**src/rtl/sar_seq_pkg.sv**
```systemverilog
package sar_seq_pkg;
   // ticks per oscillator period (tick clock runs at twice the oscillator)
   localparam int TICKS_PER_OSC = 2;

   // total ticks from accepted start to result latch
   function automatic int conv_ticks(input int res_bits, input int start_dly);
      return TICKS_PER_OSC * start_dly + TICKS_PER_OSC + TICKS_PER_OSC * res_bits + 1;
   endfunction

   function automatic int width_for(input int n);
      return (n < 2) ? 1 : $clog2(n);
   endfunction
endpackage

```
**src/rtl/conv_tick_timer.sv**
```systemverilog
module conv_tick_timer
   import sar_seq_pkg::*;
#(
   parameter int RES_BITS  = 12,
   parameter int START_DLY = 1,
   parameter int CNT_W     = width_for(conv_ticks(RES_BITS, START_DLY)),
   parameter int IDX_W     = width_for(RES_BITS)
) (
   input  logic             clk,
   input  logic             rst_n,
   input  logic             start_ok,
   output logic             busy,
   output logic [CNT_W-1:0] tick_cnt,
   output logic             seed_fire,
   output logic             decide_fire,
   output logic [IDX_W-1:0] bit_idx,
   output logic             latch_fire
);
   localparam int TOTAL      = conv_ticks(RES_BITS, START_DLY);
   localparam int SETTLE_BEG = TICKS_PER_OSC * START_DLY;
   localparam int FIRST_DEC  = SETTLE_BEG + 3;
   localparam int LAST_DEC   = FIRST_DEC + TICKS_PER_OSC * (RES_BITS - 1);

   logic [CNT_W-1:0] rel;

   always_ff @(posedge clk or negedge rst_n) begin
      if (!rst_n) begin
         busy     <= 1'b0;
         tick_cnt <= '0;
      end else if (start_ok) begin
         busy     <= 1'b1;
         tick_cnt <= '0;
      end else if (busy) begin
         if (latch_fire) begin
            busy     <= 1'b0;
            tick_cnt <= '0;
         end else begin
            tick_cnt <= tick_cnt + 1'b1;
         end
      end
   end

   always_comb begin
      rel         = tick_cnt - CNT_W'(FIRST_DEC);
      seed_fire   = busy && (tick_cnt == CNT_W'(SETTLE_BEG + 1));
      decide_fire = busy && (tick_cnt >= CNT_W'(FIRST_DEC)) &&
                    (tick_cnt <= CNT_W'(LAST_DEC)) && !rel[0];
      bit_idx     = IDX_W'(rel >> 1);
      latch_fire  = busy && (tick_cnt == CNT_W'(TOTAL - 1));
   end
endmodule

```
**src/rtl/sar_trial_reg.sv**
```systemverilog
module sar_trial_reg #(
   parameter int RES_BITS = 12,
   parameter int IDX_W    = 4
) (
   input  logic                clk,
   input  logic                rst_n,
   input  logic                clear,
   input  logic                seed,
   input  logic                decide,
   input  logic [IDX_W-1:0]    bit_idx,
   input  logic                cmp_hi,
   output logic [RES_BITS-1:0] trial
);
   for (genvar i = 0; i < RES_BITS; i++) begin : g_bit
      localparam int POS = RES_BITS - 1 - i;   // decision index of this bit
      if (i == RES_BITS - 1) begin : g_msb
         always_ff @(posedge clk or negedge rst_n) begin
            if (!rst_n)                                   trial[i] <= 1'b0;
            else if (clear)                               trial[i] <= 1'b0;
            else if (seed)                                trial[i] <= 1'b1;
            else if (decide && bit_idx == IDX_W'(POS))    trial[i] <= cmp_hi;
         end
      end else begin : g_low
         always_ff @(posedge clk or negedge rst_n) begin
            if (!rst_n)                                   trial[i] <= 1'b0;
            else if (clear)                               trial[i] <= 1'b0;
            else if (decide && bit_idx == IDX_W'(POS))    trial[i] <= cmp_hi;
            else if (decide && bit_idx == IDX_W'(POS - 1)) trial[i] <= 1'b1;
         end
      end
   end
endmodule

```
**src/rtl/status_pin_drv.sv**
```systemverilog
module status_pin_drv (
   input  logic clk,
   input  logic rst_n,
   input  logic start_ok,
   input  logic int_sel,
   input  logic latch_fire,
   input  logic cs_fall,
   output logic mode_q,
   output logic pin
);
   always_ff @(posedge clk or negedge rst_n) begin
      if (!rst_n) begin
         mode_q <= 1'b0;
         pin    <= 1'b1;
      end else begin
         if (start_ok) mode_q <= int_sel;
         if (latch_fire)                pin <= ~mode_q;
         else if (start_ok && !int_sel) pin <= 1'b0;
         else if (cs_fall && mode_q)    pin <= 1'b1;
      end
   end
endmodule

```
**src/rtl/sar_conv_sequencer.sv**
```systemverilog
module sar_conv_sequencer
   import sar_seq_pkg::*;
#(
   parameter int RES_BITS  = 12,
   parameter int START_DLY = 1
) (
   input  logic                clk,
   input  logic                rst_n,
   input  logic                conv_start,
   input  logic                cs_fall,
   input  logic                int_sel,
   input  logic                cmp_hi,
   output logic [RES_BITS-1:0] trial_code,
   output logic [RES_BITS-1:0] result_data,
   output logic                result_stb,
   output logic                status_pin
);
   localparam int CNT_W = width_for(conv_ticks(RES_BITS, START_DLY));
   localparam int IDX_W = width_for(RES_BITS);

   if (RES_BITS < 2 || RES_BITS > 16) begin : g_bad_res
      initial $error("RES_BITS out of range 2..16");
   end
   if (START_DLY < 0 || START_DLY > 64) begin : g_bad_dly
      initial $error("START_DLY out of range 0..64");
   end

   logic             busy;
   logic             start_ok;
   logic [CNT_W-1:0] tick_cnt;
   logic             seed_fire;
   logic             decide_fire;
   logic [IDX_W-1:0] bit_idx;
   logic             latch_fire;
   logic             mode_q;

   assign start_ok = conv_start && !busy;

   conv_tick_timer #(
      .RES_BITS (RES_BITS),
      .START_DLY(START_DLY),
      .CNT_W    (CNT_W),
      .IDX_W    (IDX_W)
   ) u_timer (
      .clk        (clk),
      .rst_n      (rst_n),
      .start_ok   (start_ok),
      .busy       (busy),
      .tick_cnt   (tick_cnt),
      .seed_fire  (seed_fire),
      .decide_fire(decide_fire),
      .bit_idx    (bit_idx),
      .latch_fire (latch_fire)
   );

   sar_trial_reg #(
      .RES_BITS(RES_BITS),
      .IDX_W   (IDX_W)
   ) u_sar (
      .clk    (clk),
      .rst_n  (rst_n),
      .clear  (start_ok),
      .seed   (seed_fire),
      .decide (decide_fire),
      .bit_idx(bit_idx),
      .cmp_hi (cmp_hi),
      .trial  (trial_code)
   );

   status_pin_drv u_status (
      .clk       (clk),
      .rst_n     (rst_n),
      .start_ok  (start_ok),
      .int_sel   (int_sel),
      .latch_fire(latch_fire),
      .cs_fall   (cs_fall),
      .mode_q    (mode_q),
      .pin       (status_pin)
   );

   always_ff @(posedge clk or negedge rst_n) begin
      if (!rst_n) begin
         result_data <= '0;
         result_stb  <= 1'b0;
      end else begin
         result_stb <= latch_fire;
         if (latch_fire) result_data <= trial_code;
      end
   end
endmodule

```
**config.mk**
```make
export PLATFORM = sky130hd
export DESIGN_NAME = sar_conv_sequencer
export DESIGN_NICKNAME = d
export VERILOG_FILES = /design/src/rtl/sar_seq_pkg.sv /design/src/rtl/conv_tick_timer.sv /design/src/rtl/sar_trial_reg.sv /design/src/rtl/status_pin_drv.sv /design/src/rtl/sar_conv_sequencer.sv
export SDC_FILE = /design/constraint.sdc
export NUM_CORES = 1
export LEC_CHECK = 0
export CORE_ASPECT_RATIO = 0.5
export CORE_MARGIN = 2
export CORE_UTILIZATION = 45
export DETAILED_ROUTE_END_ITERATION = 10
export PLACE_DENSITY_LB_ADDON = 0.08
export SYNTH_ARGS = -nofsm -noshare
export SYNTH_HDL_FRONTEND = slang
export SYNTH_SLANG_ARGS = --single-unit
```
**constraint.sdc**
```tcl
create_clock -name clk -period 2.8 [get_ports clk]
set_clock_uncertainty 0.1 [all_clocks]
set_input_delay 0.56 -clock clk [delete_from_list [all_inputs] [get_ports clk]]
set_output_delay 0.56 -clock clk [all_outputs]
set_load 0.01 [all_outputs]
```
==> results of run 1 <==
-- power groups by stage --
stage | Combinational (mW) | Clock (mW) | Sequential (mW)
4_1_cts | 1.21 | 0.403 | 0.893
6_report | 1.21 | 0.396 | 0.895
3_3_place_gp | 1.18 | 0 | 0.892
5_1_grt | 1.33 | 0.424 | 0.934
2_1_floorplan | 0.709 | 0 | 0.868
3_5_place_dp | 1.20 | 0 | 0.898
-- registers in the layout, indices dropped and copies added (netlist names) --
register and cells:
result_data 12, u_sar.trial 12, u_timer.tick_cnt 5, result_stb 1, u_status.mode_q 1, u_status.pin 1, u_timer.busy 1
-- cells in the mapped netlist, drive strengths merged (4+ instances only) --
master and n:
a211oi 4, inv 4, nor3 4, a21oi 11, mux2 12, nand2 15
o21ai 11, dfrtp 32, or3 4, clkbuf 7, nor2 13, mux2i 5
-- worst max path at each step --
stage,endpoint,slack [ps],cells after the start
final,u_sar.trial[11]$_DFFE_PN0P_,230,6
after global routing,u_sar.trial[11]$_DFFE_PN0P_,80,6
after CTS,u_sar.trial[11]$_DFFE_PN0P_,230,6
after detailed placement,u_sar.trial[11]$_DFFE_PN0P_,270,6
after global placement,u_sar.trial[11]$_DFFE_PN0P_,370,6
after floorplan,u_sar.trial[7]$_DFFE_PN0P_,500,9
-- cell families after synthesis --
group,synth area share (%)
AND/OR/NAND/NOR,17.36
XOR/XNOR,0.5284
adder cells (fa/ha/maj),2.264
multiplexers,11.17
buffers and inverters,3.094
AO/OA/AOI/OAI,15.70
flip-flops,49.89
-- final cells by class --
cell class / instances / share of cell area, %
well taps: 51 / 3.000
inverters: 4 / 0.7059
multi-input cells: 118 / 36.65
repair buffers: 35 / 16.00
clock buffers: 7 / 4.529
flip-flops and latches: 33 / 38.88
clock inverters: 1 / 0.2353
-- per-stage QoR --
step / cell area, um^2 / hold WS [ps] / worst slack [ps] / cells / util (%)
final: 2127 / 361.9 / 227.1 / 249 / 61.26
after global routing: 2127 / 409.3 / 84.21 / 249 / 61.26
after CTS: 2127 / 361.5 / 234.5 / 249 / 61.26
after detailed placement: 2026 / 368.6 / 268.8 / 241 / 58.34
after global placement: 2026 / 335.8 / 371.2 / 241 / 58.34
after floorplan: 1658 / 164.4 / 497.7 / 164 / -
-- metal layers --
| layer | share of wire [%] | wire [um] | track usage, % | vias to the layer above |
|---|---|---|---|---|
| li1 | - | - | - | 654 |
| met1 | 52 | 1890 | 26.84 | 672 |
| met2 | 43 | 1563 | 28.94 | 26 |
| met3 | 3.7 | 136 | 5.457 | 7 |
| met4 | 1.6 | 58 | 8.308 | 0 |
| met5 | 0 | 0 | 0 | - |
==> impl_metrics.py, run 1 <==
metrics = {
    "hold_path": {
        "hold_path_end": "u_status.pin$_DFFE_PN1P_",
        "hp-start": "u_status.mode_q$_DFFE_PN0P_",
        "min_path_type": "flip-flop to flip-flop",
        "holdPathStages": 1,
    },
    "cells_and_area": {
        "layout.nets": 206,
        "n_fill_cell": 293,
        "area_growth_pct": 28.30,
        "final_common_cell": "dfrtp_1",
        "multi_input_area_um2": 779.5,
        "register_area_um2": 827.0,
        "mostFrequentLayoutCells": "dfrtp_1 (32), clkdlybuf4s50_1 (31), nand2_1 (15)",
        "drive_above_1_share_pct": 13.13,
        "antenna_cells": 0,
    },
    "flow_run": {
        "cap_violations": 0,
    },
    "cts": {
        "cts_sinks": 33,
        "clockBufferDepth": 2,
        "ctsHtreeMaxLevel": 2,
        "cts-root-buf": "clkbuf_8",
        "cts_resized": 0,
        "clk_pin_slew_ps": 70,
        "holdBufCountCts": 0,
        "cts_setup_buffers": 0,
        "cts_tree": "built",
        "clock_latency_ps": 290,
        "cts_made_buffers": 5,
    },
    "floorplanning": {
        "coreArea_mm2": 0.003472,
        "ioPinCount": 32,
        "die_x_um": 89.84,
        "rows": 15,
        "die-area_mm2": 0.004215,
        "die_y_um": 46.92,
        "initial_core_util_pct": 47.75,
    },
    "power_and_ir_drop": {
        "switching_share_pct": 38.93,
        "clkPwrFrac_pct": 15.9,
        "pwr-share-seq_pct": 35.8,
        "switchingPower_mw": 0.9722,
        "powerDensity_mw_per_mm2": 1174,
        "p_leak_nw": 0.9107,
        "power.internal_mw": 1.525,
        "peakVddDrop_uv": 583.0,
        "total_power_mw": 2.498,
        "combPwrFrac_pct": 48.3,
    },
    "setup_path": {
        "startpoint": "u_timer.tick_cnt[0]$_DFFE_PN0P_",
        "r2r_slack_ps": 230,
        "timing.rr.end": "u_sar.trial[11]$_DFFE_PN0P_",
        "cp.arrival_ps": 2680,
        "r2r_start": "u_timer.tick_cnt[0]$_DFFE_PN0P_",
        "critPathMaxStageDelay_ps": 560,
        "critical_path_buf_inv_count": 0,
        "endpoint_kind": "flip-flop",
        "path_delay_family": "simple AND/OR/NAND/NOR gates",
        "path_cells": "ha_1 > and4b_1 > a211o_1 > or3b_1 > or3b_1 > a31oi_1",
        "crit_required_ps": 2900,
        "cpMostUsedCell": "or3b_1",
        "critical_path_class": "flip-flop to flip-flop",
        "r2r_cells": 6,
        "crit_slowest_cell": "dfrtp_1",
        "critPathMaxFanout": 12,
        "startpoint_type": "flip-flop",
    },
    "synthesis": {
        "synth_enable_flop_cells": 0,
        "synth_ff_type": "dfrtp_1",
        "syn_area_per_cell_um2": 10.11,
        "yosysUniqueCellTypes": 40,
        "netlist_area_mm2": 0.001658,
        "syn_nets": 173,
        "synth_warnings": 0,
        "synth_top_area_share_pct": 48.30,
        "ys_top_cells_by_area": "dfrtp_1 (48%), mux2_2 (8.2%), nand2_1 (3.4%)",
        "synth_cells": 164,
        "synth-seq-area-share_pct": 49.89,
        "ys_ff_latch": 33,
        "synth_top_cell_by_area": "dfrtp_1",
        "async_flop_share_pct": 100.0,
    },
    "route": {
        "drt-total-wl_mm": 3.648,
        "drt_iter0_markers": 56,
        "wl_per_cell_um": 14.65,
        "vias": 1359,
        "ant_nets": 0,
        "first_pass_iters": 4,
        "drc": 0,
        "vias_per_cell": 5.458,
    },
    "global_route": {
        "grt_max_degree": 34,
        "grtUsageTotal_pct": 19.22,
        "grt_pass1_vias": 1210,
        "antenna_found_initial": 0,
        "grt_pass1_wl_mm": 5.961,
        "grt.overflow.total": 0,
    },
    "timing": {
        "hold_viol_final": 0,
        "grt_setup_unrepaired": "no",
        "slew_viol_final": 0,
        "slew_headroom_pct": 56.05,
        "max_slew.worst_pin.slew_ps": 657.7,
        "period_needed_ps": 2573,
        "setup_violations": 0,
        "setup_tns_ps": 0,
        "fin_crit_sh_pct": 91.89,
        "fmaxAchievable_mhz": 388.7,
    },
    "place": {
        "dp_hpwl_mm": 2.573,
        "gp_congestion": 0.8313,
        "io_buffers": 31,
    },
    "run_status": {
        "outcome": "finished clean",
    },
}
Note: power is estimated with default switching activity, not from simulation.
==> inputs of run 2 (changes only) <==
- REMOVE_ABC_BUFFERS: default -> 1
==> run 2 against run 1 <==
Compared with the run above:
- register-to-register slack improved by 70 ps
- maximum frequency rose by 2.9%
- sequential power barely moved
- count of clock-buffer cells in the layout did not move
- worst hold slack improved by 1.8 ps
- critical path type unchanged
==> impl_metrics.py, run 2 (same netlist as run 1, synthesis figures left out) <==
metrics = {
    "place": {
        "gp_congestion": 0.7927,
        "dp_hpwl_mm": 2.568,
        "io_buffers": 31,
        "dp.cells": 241,
    },
    "timing": {
        "slew_headroom_pct": 54.64,
        "slew_viol_final": 0,
        "hold_viol_final": 0,
        "setup_violations": 0,
        "whs_ps": 363.7,
        "setup_tns_ps": 0,
        "fmaxAchievable_mhz": 400.1,
        "max_slew.worst_pin.slew_ps": 678.8,
        "grt_setup_unrepaired": "no",
        "fin_crit_sh_pct": 89.26,
        "period_needed_ps": 2499,
    },
    "floorplanning": {
        "die_y_um": 46.92,
        "ioPinCount": 32,
        "die-area_mm2": 0.004215,
        "rows": 15,
        "initial_core_util_pct": 47.75,
        "coreArea_mm2": 0.003472,
        "die_x_um": 89.84,
    },
    "cts": {
        "cts_setup_buffers": 0,
        "cts_resized": 0,
        "clk_pin_slew_ps": 70,
        "clockBufferDepth": 2,
        "cts_made_buffers": 5,
        "ctsHtreeMaxLevel": 2,
        "holdBufCountCts": 0,
        "cts_tree": "built",
        "cts-root-buf": "clkbuf_8",
        "clock_latency_ps": 290,
        "cts_sinks": 33,
    },
    "flow_run": {
        "cap_violations": 0,
    },
    "run_status": {
        "outcome": "finished clean",
    },
    "power_and_ir_drop": {
        "p_leak_nw": 0.9149,
        "powerDensity_mw_per_mm2": 1197,
        "peakVddDrop_uv": 700.0,
        "total_power_mw": 2.564,
    },
    "cells_and_area": {
        "area_growth_pct": 29.21,
        "mostFrequentLayoutCells": "dfrtp_1 (32), clkdlybuf4s50_1 (31), nand2_1 (15)",
        "n_fill_cell": 291,
        "instances_no_fill": 249,
        "antenna_cells": 0,
        "layout.nets": 206,
        "drive_above_1_share_pct": 12.63,
        "reg.largest.list": "result_data: 12 flops, u_sar.trial: 12 flops, u_timer.tick_cnt: 5 flops",
        "final_common_cell": "dfrtp_1",
    },
    "route": {
        "ant_nets": 0,
        "drt_iter0_markers": 65,
        "first_pass_iters": 4,
        "vias": 1349,
        "drc": 0,
        "vias_per_cell": 5.418,
        "drt-total-wl_mm": 3.672,
        "wl_per_cell_um": 14.75,
    },
    "global_route": {
        "grt_pass1_vias": 1182,
        "antenna_found_initial": 0,
        "grt.overflow.total": 0,
        "grt_max_degree": 34,
        "grt_pass1_wl_mm": 6.030,
        "grtUsageTotal_pct": 19.37,
    },
    "setup_path": {
        "r2r_start": "u_timer.tick_cnt[0]$_DFFE_PN0P_",
        "startpoint": "u_timer.tick_cnt[0]$_DFFE_PN0P_",
        "path_cells": "ha_1 > and4b_1 > a211o_1 > or3b_1 > or3b_1 > a31oi_1",
        "critPathMaxStageDelay_ps": 540,
        "crit_slowest_cell": "dfrtp_1",
        "critical_path_class": "flip-flop to flip-flop",
        "critPathMaxFanout": 12,
        "endpoint": "u_sar.trial[11]$_DFFE_PN0P_",
        "r2r_slack_ps": 300,
        "r2r_cells": 6,
        "timing.rr.end": "u_sar.trial[11]$_DFFE_PN0P_",
        "startpoint_type": "flip-flop",
        "cp.arrival_ps": 2610,
        "crit_required_ps": 2910,
        "endpoint_kind": "flip-flop",
        "cpMostUsedCell": "or3b_1",
    },
    "hold_path": {
        "min_path_type": "flip-flop to flip-flop",
    },
}
==> run 2: worst min-delay path by stage <==
stage | from | end | slack (ps) | cells past startpoint
floorplan | rst_n | result_data[0]$_DFFE_PN0P_ | 160 | 0
global placement | u_status.mode_q$_DFFE_PN0P_ | u_status.pin$_DFFE_PN1P_ | 350 | 1
detailed placement | u_status.mode_q$_DFFE_PN0P_ | u_status.pin$_DFFE_PN1P_ | 360 | 1
CTS | u_status.mode_q$_DFFE_PN0P_ | u_status.pin$_DFFE_PN1P_ | 370 | 1
global route | u_status.mode_q$_DFFE_PN0P_ | u_status.pin$_DFFE_PN1P_ | 390 | 1
finish | u_status.mode_q$_DFFE_PN0P_ | u_status.pin$_DFFE_PN1P_ | 360 | 1
==> run 2: through the flow <==
step,instance area [um^2],worst slack [ps],util (%)
2_1_floorplan,1622,478.1,-
3_3_place_gp,2026,397.8,58.34
3_5_place_dp,2026,296.0,58.34
4_1_cts,2142,298.0,61.69
5_1_grt,2142,109.8,61.69
6_report,2142,300.7,61.69
==> run 2: metal layers <==
| metal | part of all wire [%] | vias to the layer above | global-route usage [%] |
|---|---|---|---|
| li1 | - | 661 | - |
| met1 | 48 | 646 | 26.34 |
| met3 | 6.3 | 6 | 6.421 |
| met2 | 44 | 36 | 29.55 |
| met4 | 0.98 | 0 | 8.000 |
| met5 | 0 | - | 0 |
==> run 2: cell type report <==
cell class | instances | area, um^2 | share of cell area [%]
sequential | 33 | 827.0 | 38.61
multi-input combinational | 118 | 779.5 | 36.39
timing repair buffer | 35 | 340.3 | 15.89
clock buffer | 7 | 86.33 | 4.030
tap | 51 | 63.81 | 2.979
clock inverter | 1 | 30.03 | 1.402
inverter | 4 | 15.01 | 0.7009
==> run 2: worst max-delay path, delay by kind of cell, from the launching register on <==
| kind | cells | cell delay (ps) |
|---|---|---|
| adder cells (fa/ha/maj) | 1 | 260 |
| AO/OA/AOI/OAI | 2 | 510 |
| flip-flops | 1 | 540 |
| AND/OR/NAND/NOR | 3 | 1010 |
==> run 2: where the power goes <==
part           leakage [nW]  internal (mW)  switching [mW]
logic                 0.449          0.627           0.581
clock network        0.0585          0.290           0.174
registers             0.407          0.677           0.215
==> inputs of run 3 (changes only) <==
- RECOVER_POWER: default -> 25
==> run 3 against run 2 <==
Compared with the run above:
- worst hold slack barely moved
- combinational power barely moved
- via count did not move
- setup slack barely moved
- utilization fell by 0.072 points
- highest routed layer unchanged
- global-route usage did not move
- flip-flop and latch count did not move
- die area did not move
- routed wire length barely moved
==> impl_metrics.py, run 3 (same netlist as run 1, synthesis figures left out) <==
metrics = {
    "floorplanning": {
        "die-area_mm2": 0.004215,
        "coreArea_mm2": 0.003472,
        "ioPinCount": 32,
        "die_y_um": 46.92,
        "initial_core_util_pct": 47.75,
        "die_x_um": 89.84,
        "rows": 15,
    },
    "place": {
        "dp_hpwl_mm": 2.568,
        "dp_slack_ps": 296.0,
        "io_buffers": 31,
        "gp_congestion": 0.7927,
    },
    "timing": {
        "max_slew.worst_pin.slew_ps": 829.2,
        "grt_setup_unrepaired": "no",
        "slew_headroom_pct": 44.72,
        "slew_viol_final": 0,
        "period_needed_ps": 2499,
        "worst_slack_ps": 300.7,
        "fmaxAchievable_mhz": 400.1,
        "fin_crit_sh_pct": 89.26,
        "hold_viol_final": 0,
        "setup_violations": 0,
        "setup_tns_ps": 0,
    },
    "cts": {
        "clk_pin_slew_ps": 70,
        "cts_sinks": 33,
        "cts-root-buf": "clkbuf_8",
        "cts_tree": "built",
        "cts_setup_buffers": 0,
        "cts_resized": 0,
        "cts_made_buffers": 5,
        "clock_latency_ps": 290,
        "clockBufferDepth": 2,
        "ctsHtreeMaxLevel": 2,
        "holdBufCountCts": 0,
    },
    "route": {
        "drt-total-wl_mm": 3.671,
        "vias": 1349,
        "wl_per_cell_um": 14.74,
        "first_pass_iters": 4,
        "vias_per_cell": 5.418,
        "ant_nets": 0,
        "drc": 0,
        "drt_iter0_markers": 65,
    },
    "setup_path": {
        "endpoint_kind": "flip-flop",
        "cp.arrival_ps": 2610,
        "startpoint": "u_timer.tick_cnt[0]$_DFFE_PN0P_",
        "r2r_start": "u_timer.tick_cnt[0]$_DFFE_PN0P_",
        "r2r_slack_ps": 300,
        "critical_path_class": "flip-flop to flip-flop",
        "critPathMaxFanout": 12,
        "timing.rr.end": "u_sar.trial[11]$_DFFE_PN0P_",
        "startpoint_type": "flip-flop",
        "r2r_cells": 6,
        "crit_required_ps": 2910,
    },
    "global_route": {
        "antenna_found_initial": 0,
        "grtUsageTotal_pct": 19.37,
        "grt_pass1_vias": 1182,
        "top_usage_layer": "met2",
        "grt_pass1_wl_mm": 6.030,
        "grt_max_degree": 34,
        "grt_use_met2_pct": 29.55,
        "use_met1_pct": 26.34,
        "grtUsageMet3_pct": 6.421,
        "grt.overflow.total": 0,
    },
    "power_and_ir_drop": {
        "switching_share_pct": 37.84,
        "combPwrFrac_pct": 47.1,
        "total_power_mw": 2.563,
        "clkPwrFrac_pct": 18.1,
        "pwr-share-seq_pct": 34.8,
        "switchingPower_mw": 0.9699,
        "p_leak_nw": 0.9145,
        "power.internal_mw": 1.593,
        "powerDensity_mw_per_mm2": 1198,
        "peakVddDrop_uv": 700.0,
    },
    "cells_and_area": {
        "reg.largest.list": "result_data: 12 flops, u_sar.trial: 12 flops, u_timer.tick_cnt: 5 flops",
        "layout.nets": 206,
        "antenna_cells": 0,
        "multi_input_area_um2": 779.5,
        "drive_above_1_share_pct": 12.63,
        "register_area_um2": 827.0,
        "area_growth_pct": 29.06,
        "mostFrequentLayoutCells": "dfrtp_1 (32), clkdlybuf4s50_1 (30), nand2_1 (15)",
        "final_common_cell": "dfrtp_1",
        "n_fill_cell": 291,
    },
    "hold_path": {
        "min_path_type": "flip-flop to flip-flop",
        "hp-start": "u_status.mode_q$_DFFE_PN0P_",
        "hold_path_end": "u_status.pin$_DFFE_PN1P_",
        "holdPathStages": 1,
    },
    "run_status": {
        "outcome": "finished clean",
    },
    "flow_run": {
        "cap_violations": 0,
    },
}
## run 3: cell types whose count changed in the layout (fill, tap and decap cells not counted)
cell | previous run | this run
clkdlybuf4s50_1 | 31 | 30
dlygate4sd3_1 | 0 | 1
clkbuf_2 | 0 | 1
buf_4 | 4 | 3
## run 3: power by group through the flow
| stage | Sequential, mW | Clock (mW) | Combinational [mW] |
|---|---|---|---|
| 5_1_grt | 0.933 | 0.496 | 1.34 |
| 3_3_place_gp | 0.893 | 0 | 1.18 |
| 2_1_floorplan | 0.927 | 0 | 0.638 |
| 6_report | 0.892 | 0.464 | 1.21 |
| 4_1_cts | 0.895 | 0.480 | 1.22 |
| 3_5_place_dp | 0.903 | 0 | 1.21 |
## run 3: critical path, stage by stage (launching register included)
cell and delay, ps:
dfrtp_1 540, ha_1 260, and4b_1 200, a211o_1 330, or3b_1 440, or3b_1 370
a31oi_1 180
## run 3: metal layers
layer,vias to the layer above,part of all wire (%)
met5,-,0
met4,0,0.98
met3,6,6.2
met2,36,44
met1,646,49
li1,661,-
## run 3: metrics by stage
step           hold slack (ps)  area (um^2)  cells  util, %
3_3_place_gp             349.4         2026    241    58.34
3_5_place_dp             357.0         2026    241    58.34
4_1_cts                  368.1         2142    249    61.69
2_1_floorplan            164.4         1622    155        -
6_report                 363.7         2140    249    61.62
5_1_grt                  391.8         2140    249    61.62
## run 3: worst max-delay path by stage
stage,cells after the start,slack [ps],end
5_1_grt,6,110,u_sar.trial[11]$_DFFE_PN0P_
3_5_place_dp,6,300,u_sar.trial[11]$_DFFE_PN0P_
2_1_floorplan,6,480,u_sar.trial[11]$_DFFE_PN0P_
6_report,6,300,u_sar.trial[11]$_DFFE_PN0P_
3_3_place_gp,6,400,u_sar.trial[11]$_DFFE_PN0P_
4_1_cts,6,300,u_sar.trial[11]$_DFFE_PN0P_
## run 3: final cells by class
type / instances / share of cell area, %
Timing Repair Buffer: 35 / 15.79
Multi-Input combinational cell: 118 / 36.43
Clock buffer: 7 / 4.035
Inverter: 4 / 0.7018
Tap cell: 51 / 2.982
Sequential cell: 33 / 38.65
Clock inverter: 1 / 1.404
